===== config.mk =====
export PLATFORM = sky130hd
export DESIGN_NAME = evt_count_chan
export DESIGN_NICKNAME = d
export VERILOG_FILES = /design/src/rtl/evt_count_chan.sv
export SDC_FILE = /design/constraint.sdc
export NUM_CORES = 1
export LEC_CHECK = 0
export CAP_MARGIN = 10
export CELL_PAD_IN_SITES_DETAIL_PLACEMENT = 1
export CELL_PAD_IN_SITES_GLOBAL_PLACEMENT = 2
export CORE_AREA = 2 2 73 75
export CTS_CLUSTER_DIAMETER = 100
export DETAILED_ROUTE_END_ITERATION = 6
export DIE_AREA = 0 0 75 77
export DONT_BUFFER_PORTS = 1
export PLACE_DENSITY_LB_ADDON = 0.1
export SYNTH_ARGS = -nofsm -noshare
export SYNTH_HDL_FRONTEND = slang
export SYNTH_SLANG_ARGS = --single-unit

===== constraint.sdc =====
create_clock -name clk -period 4.65 [get_ports clk]
set_input_delay 0.6975 -clock clk [delete_from_list [all_inputs] [get_ports clk]]
set_output_delay 0.6975 -clock clk [all_outputs]
set_load 0.005 [all_outputs]

===== src/rtl/evt_count_chan.sv =====
module evt_count_chan #(
  parameter int W = 16
) (
  input  logic         clk,
  input  logic         rst_n,
  input  logic         start_i,
  input  logic         stop_i,
  input  logic [1:0]   edge_sel_i,
  input  logic         filt_en_i,
  input  logic         ext_in_i,
  input  logic         data_we_i,
  input  logic [W-1:0] data_wd_i,
  output logic [W-1:0] count_o,
  output logic         enabled_o,
  output logic         irq_o
);

  logic         s1_q, s2_q, h1_q, h2_q, lvl_q;
  logic         en_q, pend_q, irq_q;
  logic [W-1:0] cnt_q, data_q;

  wire stable = (s2_q == h1_q) && (h1_q == h2_q);
  wire lvl    = filt_en_i ? (stable ? s2_q : lvl_q) : s2_q;
  wire rise   = lvl & ~lvl_q;
  wire fall   = ~lvl & lvl_q;
  wire vedge  = (edge_sel_i == 2'b01) ? rise :
                (edge_sel_i == 2'b10) ? (rise | fall) : fall;
  wire go     = start_i & ~stop_i;

  always_ff @(posedge clk or negedge rst_n) begin
    if (!rst_n) begin
      s1_q   <= 1'b0;
      s2_q   <= 1'b0;
      h1_q   <= 1'b0;
      h2_q   <= 1'b0;
      lvl_q  <= 1'b0;
      en_q   <= 1'b0;
      pend_q <= 1'b0;
      irq_q  <= 1'b0;
      cnt_q  <= '0;
      data_q <= '0;
    end else begin
      s1_q   <= ext_in_i;
      s2_q   <= s1_q;
      h1_q   <= s2_q;
      h2_q   <= h1_q;
      lvl_q  <= lvl;
      pend_q <= go;
      irq_q  <= 1'b0;
      if (data_we_i) data_q <= data_wd_i;
      if (stop_i)       en_q <= 1'b0;
      else if (start_i) en_q <= 1'b1;
      if (pend_q && !stop_i) begin
        cnt_q <= data_q;
      end else if (en_q && !pend_q && vedge) begin
        if (cnt_q == '0) begin
          cnt_q <= data_q;
          irq_q <= 1'b1;
        end else begin
          cnt_q <= cnt_q - 1'b1;
        end
      end
    end
  end

  assign count_o   = cnt_q;
  assign enabled_o = en_q;
  assign irq_o     = irq_q;

  p_hold_r2: assert property (@(posedge clk) disable iff (!rst_n)
    (!en_q && !start_i) |=> $stable(cnt_q));

  p_start_r3: assert property (@(posedge clk) disable iff (!rst_n)
    go |=> en_q);

  p_stop_wins_r3: assert property (@(posedge clk) disable iff (!rst_n)
    stop_i |=> !en_q);

  p_load_r4: assert property (@(posedge clk) disable iff (!rst_n)
    (pend_q && !stop_i) |=> (cnt_q == $past(data_q)));

  p_dec_r5: assert property (@(posedge clk) disable iff (!rst_n)
    (en_q && !pend_q && vedge && cnt_q != '0) |=> (cnt_q == W'($past(cnt_q) - 1'b1)));

  p_filt_hold_r7: assert property (@(posedge clk) disable iff (!rst_n)
    (filt_en_i && s2_q != h1_q) |-> (lvl == lvl_q));

  p_wrap_r8: assert property (@(posedge clk) disable iff (!rst_n)
    (en_q && !pend_q && vedge && cnt_q == '0) |=> (irq_q && cnt_q == $past(data_q)));

  p_irq_src_r8: assert property (@(posedge clk) disable iff (!rst_n)
    irq_q |-> ($past(cnt_q) == '0));

endmodule


# After elaboration in Yosys (flattened, before gate mapping)
# Index checks and enable logic that the tools add are counted.
# word_totals
regBits	40
inputBits	25
wordCells	43
output_inout_bits	18
# op_classes
n_addsub	1
muxes	12
bitwise_logic	7
eq_ne	4
n_reduce_logical	9
# ops
operator	count
$mux 16	3
$logic_not 16->1	1
$sub 16x1->16 const B	1
$mux 1	9
$logic_and 1x1->1	4
$reduce_bool 2->1	2
$and 1x1->1	3
$not 1->1	3
$eq 1x1->1	2
$eq 2x1->1 const B	1
$eq 2x2->1 const B	1
$logic_not 1->1	2
$or 1x1->1	1

# Logic depth before layout (Yosys ltp)
# Gate-level depths: netlist (run 1).
# depth
depth_word	12
ltp_mapped	11
mapped_depth_nobuf	10

# Least setup slack after synthesis (run 1)
# No wires, ideal clock.
# synth_timing
path_kind	input port to flip-flop
startpoint	input filt_en_i
endpoint	register cnt_q[8] (netlist: count_o[8])
t_required_ns	4.520
setup_slack_ns	2.099
path_stages	10
setup_time_ns	0.130
n_path_buf	1
arrival_time_ns	2.421
cell_sequence	inv_1 > o21ai_0 > a21oi_1 > ha_1 > nand2_1 > nor2_1 > o41ai_2 > clkbuf_1 > o21ai_0 > o2bb2ai_1
# synth_via
elab_chain_cells	8
elab_cells_between_ends	9
classes_between	mux: 3; bitwise: 4; reduce/logical: 2
# synth_rtl
item	line	text
from (decl)	9	input logic filt_en_i,
$mux 1 (*)	23	wire lvl = filt_en_i ? (stable ? s2_q : lvl_q) : s2_q;
$not 1->1	25	wire fall = ~lvl & lvl_q;
$and 1x1->1	25	
$or 1x1->1	27	(edge_sel_i == 2'b10) ? (rise | fall) : fall;
$mux 1	27	
$mux 1 (*)	26	wire vedge = (edge_sel_i == 2'b01) ? rise :
$logic_and 1x1->1 (*)	55	end else if (en_q && !pend_q && vedge) begin
$reduce_bool 2->1 (no line) (*)	n/a	
to (signal assigned)	54	cnt_q <= data_q;
to (signal assigned)	57	cnt_q <= data_q;
to (signal assigned)	60	cnt_q <= cnt_q - 1'b1;
to (decl)	20	logic [W-1:0] cnt_q, data_q;
# Mark *: on every way between the ends. The rest lies on a longest branch, timed or not.
# A chain may end at the register's enable or synchronous reset.

# Final worst setup path (run 1)
# layout_timing
startpoint	register s2_q
endpoint	register cnt_q[0] (netlist: count_o[0])
# layout_via
elab_chain_cells	11
elab_cells_between_ends	12
classes_between	eq/ne: 1; mux: 4; bitwise: 4; reduce/logical: 3
# layout_rtl
item	line	text
from (decl)	18	logic s1_q, s2_q, h1_q, h2_q, lvl_q;
from (signal assigned)	44	s2_q <= s1_q;
$eq 1x1->1	22	wire stable = (s2_q == h1_q) && (h1_q == h2_q);
$logic_and 1x1->1	22	
$mux 1	23	
$mux 1 (*)	23	
$not 1->1	25	
$and 1x1->1	25	
$or 1x1->1	27	
$mux 1	27	
$mux 1 (*)	26	
$logic_and 1x1->1 (*)	55	
$reduce_bool 2->1 (no line) (*)	n/a	
# Marks and branches as above.

==> results of run 1 <==
## cells in the mapped netlist (all sizes together) (2+ instances only)
| library cell | n |
|---|---|
| mux2 | 16 |
| buf | 5 |
| a21oi | 3 |
| a22oi | 3 |
| inv | 11 |
| nor3 | 12 |
| o21ai | 17 |
| mux2i | 15 |
| nor2b | 2 |
| dfrtp | 40 |
| or4 | 4 |
| nor2 | 16 |
| ha | 3 |
| clkbuf | 4 |
| nor4 | 4 |
| nand2 | 7 |
| o2bb2ai | 11 |
| or3 | 4 |
| nand3 | 2 |
| nor3b | 2 |
## power breakdown
part	internal, W	switching [W]	total, W	leakage [nW]
clock network	0.000102	0.000112	0.000214	0.0410
logic	0.000128	0.000132	0.000261	0.336
registers	0.000429	0.000142	0.000571	0.482
## layout make-up
| cell class | count | area [sq um] | area share (%) |
|---|---|---|---|
| Inverter | 11 | 41.3 | 1.88 |
| Timing Repair Buffer | 1 | 7.51 | 0.342 |
| Sequential cell | 40 | 1000 | 45.6 |
| Tap cell | 70 | 87.6 | 3.99 |
| Multi-Input combinational cell | 133 | 982 | 44.7 |
| Clock buffer | 6 | 72.6 | 3.30 |
| Clock inverter | 1 | 5.00 | 0.228 |
## layer usage
metal | GRT usage [%] | part of all wire [%] | routed length [microns] | up-vias
met5 | 0 | 0 | 0 | -
met4 | 3.75 | 0.88 | 41 | 0
met3 | 6.18 | 6.3 | 294 | 6
met2 | 28.0 | 49 | 2270 | 37
met1 | 23.3 | 44 | 2050 | 746
li1 | - | - | - | 695
## placed cells by master, fill, tap and decap left out, types with 2 or more instances in the layout
master      n
o2bb2ai_1  11
nand3_1     2
or4_1       3
inv_1      11
nand2_1     7
nor3b_1     2
nor2_1     16
a22oi_1     3
dfrtp_1    40
o21ai_0    17
nor2b_1     2
clkbuf_8    5
nor3_1     12
mux2i_1    15
or3_1       4
nor4_1      3
ha_1        3
mux2_2     16
a21oi_1     3
## registers in the layout, summed over array words and instances (netlist names)
| register | cells |
|---|---|
| s1_q | 1 |
| s2_q | 1 |
| data_q | 16 |
| enabled_o | 1 |
| irq_o | 1 |
| pend_q | 1 |
| count_o | 16 |
| lvl_q | 1 |
| h2_q | 1 |
| h1_q | 1 |
## cells by family (layout without fill, tap and decap cells)
| logic type | after synthesis | count (layout) | synth area share [%] |
|---|---|---|---|
| AND/OR/NAND/NOR | 59 | 59 | 15.6 |
| flip-flops | 40 | 40 | 47.7 |
| AO/OA/AOI/OAI | 39 | 39 | 13.2 |
| multiplexers | 31 | 31 | 15.7 |
| buffers and inverters | 20 | 19 | 5.49 |
| adder cells (fa/ha/maj) | 3 | 3 | 1.79 |
| XOR/XNOR | 1 | 1 | 0.417 |
## final timing paths
kind                       start         end  slack [ns]  depth (start not counted)
setup reg to reg            s2_q  count_o[0]        2.25                         10
hold / removal             rst_n      pend_q        0.10                          0
hold reg to reg             s1_q        s2_q        0.36                          0
max in group asynchronous  rst_n  count_o[8]        4.46                          0
setup / recovery            s2_q  count_o[0]        2.25                         10
min in group clk            s1_q        s2_q        0.36                          0
## per-stage QoR
| stage | util (%) | instances | power (W) |
|---|---|---|---|
| after floorplan | - | 193 | 0.000775 |
| after global placement | 42.6 | 255 | 0.000829 |
| after detailed placement | 42.6 | 255 | 0.000845 |
| after CTS | 44.1 | 262 | 0.00107 |
| after global routing | 44.1 | 262 | 0.00113 |
| final | 44.1 | 262 | 0.00105 |
==> out/metrics.cfg, run 1 <==
[placement]
dpl_worst_slack_ns = 1.95
place.port_buffers = 0
dp_hpwl_mm = 3.43
place_congestion = 0.744
dpl_cell_area_sq_um = 2120

[synthesis]
synth.ff_latch_count = 40
synth_edf_count = 0
synthDistinctLibCells = 36
async_reset_ff_share_pct = 100
yosysTopAreaCellShare_pct = 47.7
ys_seq_area_share_pct = 47.7
synthesis.area_sq_um = 2100
synth_nets = 221
synthCells = 193
synth.area.top_cells = dfrtp_1 48%, mux2_2 8.6%, mux2i_1 7.2%
synthFlopType = dfrtp_1
avgSynthCellArea_sq_um = 10.9
synth_top_area_cell = dfrtp_1
yosys_warnings = 0

[setup_path]
crit_buf_inv = 0
cp_common_cell = nor2_1
worstPathArrival_ns = 2.61
cp-end-kind = flip-flop
cp_slowest_stage_delay_ns = 0.62
path_cells = nor2_1 > a21oi_1 > nor2_1 > a21oi_1 > ha_1 > nand2_1 > nor2_1 > o41a_1 > or3_1 > o211ai_1
required_ns = 4.85
start_kind = flip-flop
criticalPathCategory = reg2reg
crit_family = compound AO/OA/AOI/OAI gates
crit_fanout = 14
slowest_stage = o41a_1

[timing]
drv_slew = 0
holdWs_ns = 0.100
period_needed_ns = 2.40
worstMarginPinSlew_ns = 0.575
rsz0062_at_grt = no
max_freq_mhz = 416
maxSlewHeadroom_pct = 61.7
finalCritPeriodShare_pct = 51.6
setup_ws_ns = 2.25
setup_viol = 0
finalHoldViolCount = 0
tns_ns = 0
fin_worst_skew_ns = 0.00424

[detailed_routing]
vias = 1484
totalWireLength_mm = 4.65
drt_iter0_drc = 36
wl_per_cell_microns = 17.8
avgViaCountPerCell = 5.66
dr.pass1.iters = 4
drc = 0
postRouteAntennaNets = 0

[final_layout]
finalInstanceArea_sq_um = 2200
antenna_cells = 0
layout.nets = 220
areaGrowthSynthToFinish_pct = 4.71
drive_above_1_share_pct = 14.6
num-fill-cells = 562

[floorplanning]
die_area_sq_um = 5780
dieWidth_microns = 75
initial_core_util_pct = 42.2
io_pins = 43
dieHeight_microns = 77
fp.coreArea_sq_um = 4980
rows = 26

[flow_run]
cap_violations = 0

[min_path]
hold_class = in2async

[pwr]
ir_drop_v = 0.000242
power.density_nw_per_um2 = 476
leakage_nw = 0.859

[cts]
clk_pin_slew_ns = 0.07
h-tree-depth = 2
ctsResizeCount = 0
numCtsBuffers = 5
hold_buffers = 0
cts_tree = yes
root_buffer = clkbuf_8
clk_latency_ns = 0.28
cts.sinks = 40
post-cts-setup-buffer-count = 0
cts_buffer_depth = 2

[grt]
grt_pass1_vias = 1563
grt_start_max_net_pins = 41
antenna_found_initial = 0
grtUsageTotal_pct = 17.7
grt_remaining_overflow = 0
grt_pass1_wl_mm = 7.76

[outcome]
status = completed

(Power assumes the default switching activity.)
==> run 2, diff against run 1 <==
--- a/config.mk
+++ b/config.mk
@@ -8,10 +8,10 @@
 export CAP_MARGIN = 10
 export CELL_PAD_IN_SITES_DETAIL_PLACEMENT = 1
 export CELL_PAD_IN_SITES_GLOBAL_PLACEMENT = 2
-export CORE_AREA = 2 2 73 75
+export CORE_AREA = 2 2 76 78
 export CTS_CLUSTER_DIAMETER = 100
 export DETAILED_ROUTE_END_ITERATION = 6
-export DIE_AREA = 0 0 75 77
+export DIE_AREA = 0 0 78 80
 export DONT_BUFFER_PORTS = 1
 export PLACE_DENSITY_LB_ADDON = 0.1
 export SYNTH_ARGS = -nofsm -noshare
==> constraint.sdc (replaced) <==
create_clock -name clk -period 2.46 [get_ports clk]
set_input_delay 0.369 -clock clk [delete_from_list [all_inputs] [get_ports clk]]
set_output_delay 0.369 -clock clk [all_outputs]
set_load 0.005 [all_outputs]
==> out/metrics.cfg, run 2 (synthesis gave the netlist of run 1 again) <==
[grt]
grt_pass1_wl_mm = 8.60  ; was 7.76 mm
grtUsageTotal_pct = 18.0  ; was 17.7%
grt_pass1_vias = 1630  ; was 1563
grt_remaining_overflow = 0  ; unchanged
grt_start_max_net_pins = 41  ; unchanged
antenna_found_initial = 0  ; unchanged

[cts]
cts.sinks = 40  ; unchanged
root_buffer = clkbuf_8  ; unchanged
numCtsBuffers = 5  ; unchanged
clk_latency_ns = 0.29  ; was 0.28 ns
clk_pin_slew_ns = 0.08  ; was 0.07 ns
cts_buffer_depth = 2  ; unchanged
cts_tree = yes  ; unchanged
h-tree-depth = 2  ; unchanged

[detailed_routing]
avgViaCountPerCell = 5.56  ; was 5.66
totalWireLength_mm = 5.01  ; was 4.65 mm
dr.pass1.iters = 3  ; was 4
vias = 1511  ; was 1484
drt_iter0_drc = 54  ; was 36
drc = 0  ; unchanged
postRouteAntennaNets = 0  ; unchanged
wl_per_cell_microns = 18.4  ; was 17.8 microns

[pwr]
power_w = 0.00209  ; was 0.00105 W
ir_drop_v = 0.000342  ; was 0.000242 V
power.density_nw_per_um2 = 915  ; was 476 nW/um^2
p_int_w = 0.00131  ; was 0.000660 W
combPwrFrac_pct = 28.4  ; was 24.9%
leakage_nw = 0.908  ; was 0.859 nW
swShare_pct = 37.1  ; was 37.0%
seq_power_share_pct = 49.8  ; was 54.6%
switching_power_w = 0.000774  ; was 0.000387 W
clockPowerShare_pct = 21.9  ; was 20.5%

[floorplanning]
dieWidth_microns = 78  ; was 75 microns
initial_core_util_pct = 38.8  ; was 42.2%
die_area_sq_um = 6240  ; was 5780 sq um
fp.coreArea_sq_um = 5410  ; was 4980 sq um
rows = 27  ; was 26
io_pins = 43  ; unchanged
dieHeight_microns = 80  ; was 77 microns

[setup_path]
slowest_stage = or4_4  ; was o41a_1
worstPathArrival_ns = 2.39  ; was 2.61 ns
cp-end-kind = flip-flop  ; unchanged
criticalPathCategory = reg2reg  ; unchanged
start_kind = flip-flop  ; unchanged
cp_slowest_stage_delay_ns = 0.62  ; about the same
required_ns = 2.64  ; was 4.85 ns
regToRegSetupSlack_ns = 0.25  ; was 2.25 ns
path_cells = or4_4 > nor4_4 > a31o_4 > mux2i_1 > o2bb2ai_1  ; was nor2_1 > a21oi_1 > nor2_1 > a21oi_1 > ha_1 > nand2_1 > nor2_1 > o41a_1 > or3_1 > o211ai_1
crit_fanout = 31  ; was 14

[final_layout]
drive_above_1_share_pct = 18.0  ; was 14.6%
areaGrowthSynthToFinish_pct = 8.77  ; was 4.71%
num-fill-cells = 612  ; was 562
finalInstanceArea_sq_um = 2280  ; was 2200 sq um
final_common_cell = dfrtp_1  ; unchanged
finalNonFillerCells = 272  ; was 262
layout.nets = 227  ; was 220
final_cell_mix = 40 x dfrtp_1, 16 x nor2_1, 16 x o21ai_0, 16 x mux2_2, 15 x mux2i_1  ; was 40 x dfrtp_1, 17 x o21ai_0, 16 x nor2_1, 16 x mux2_2, 15 x mux2i_1
antenna_cells = 0  ; unchanged

[timing]
max_freq_mhz = 452  ; was 416 MHz
drv_slew = 0  ; unchanged
finalHoldViolCount = 0  ; unchanged
fin_worst_skew_ns = 0.00616  ; was 0.00424 ns
setup_viol = 0  ; unchanged
period_needed_ns = 2.21  ; was 2.40 ns
worstMarginPinSlew_ns = 0.524  ; was 0.575 ns
rsz0062_at_grt = no  ; unchanged
maxSlewHeadroom_pct = 64.7  ; was 61.7%
finalCritPeriodShare_pct = 89.9  ; was 51.6%
tns_ns = 0  ; unchanged
holdWs_ns = 0.0953  ; was 0.100 ns

[min_path]
hold_class = in2reg  ; was in2async

[placement]
place_congestion = 0.783  ; was 0.744
place.port_buffers = 0  ; unchanged
dpl_cell_area_sq_um = 2160  ; was 2120 sq um
place_inst = 262  ; was 255
dp_hpwl_mm = 3.54  ; was 3.43 mm

[flow_run]
cap_violations = 0  ; unchanged

[outcome]
status = completed  ; unchanged

==> run 2: cell types whose count changed in the layout (fill, tap and decap cells not counted), sizes merged <==
| cell | delta |
|---|---|
| dlygate4sd3 | +1 |
| clkinv | +1 |
| buf | +6 |
==> run 2: stage by stage <==
step	utilization, %	setup WS [ns]
floorplan	-	0.222
global placement	40.0	0.289
detailed placement	40.0	0.215
CTS	42.2	0.208
global route	42.2	0.00508
finish	42.2	0.247
==> run 2: timing repair <==
item,in CTS,in global routing
gates resized for setup,0,1
hold buffers,2,0
endpoints found under the setup margin,0,5
setup buffers,0,0
hold endpoints to repair,40,0
==> run 2: power by group through the flow <==
stage               Sequential [W]  Combinational (W)  Clock [W]
floorplan                 0.000999           0.000466          0
global route               0.00108           0.000667   0.000508
CTS                        0.00105           0.000604   0.000478
detailed placement         0.00106           0.000581          0
finish                     0.00104           0.000592   0.000457
global placement           0.00105           0.000560          0
==> run 2: final timing paths <==
| check | from | end | depth (start not counted) |
|---|---|---|---|
| max | count_o[8] | count_o[8] | 5 |
| min | ext_in_i | s1_q | 0 |
| max reg2reg | count_o[8] | count_o[8] | 5 |
| min reg2reg | s1_q | s2_q | 0 |
| max in group asynchronous | rst_n | count_o[8] | 2 |
| min in group asynchronous | rst_n | enabled_o | 2 |
==> run 2: area by class of cell <==
| class | instances | area (sq um) | area share, % |
|---|---|---|---|
| multi-input cells | 133 | 982 | 43.0 |
| repair buffers | 8 | 75.1 | 3.29 |
| flip-flops and latches | 40 | 1000 | 43.9 |
| clock buffers | 6 | 82.6 | 3.62 |
| well taps | 72 | 90.1 | 3.95 |
| inverters | 11 | 41.3 | 1.81 |
| clock inverters | 2 | 10.0 | 0.439 |
==> run 2: critical path: cells and delay by family (launching register included) <==
kind	cells	cell delay, ns
AND/OR/NAND/NOR	2	0.83
AO/OA/AOI/OAI	2	0.58
multiplexers	1	0.25
flip-flops	1	0.43
==> run 2: per-layer routing <==
layer	track usage (%)	wire, microns
met4	6.32	76
met2	29.1	2320
met1	22.9	2290
met5	0	0
met3	5.66	315
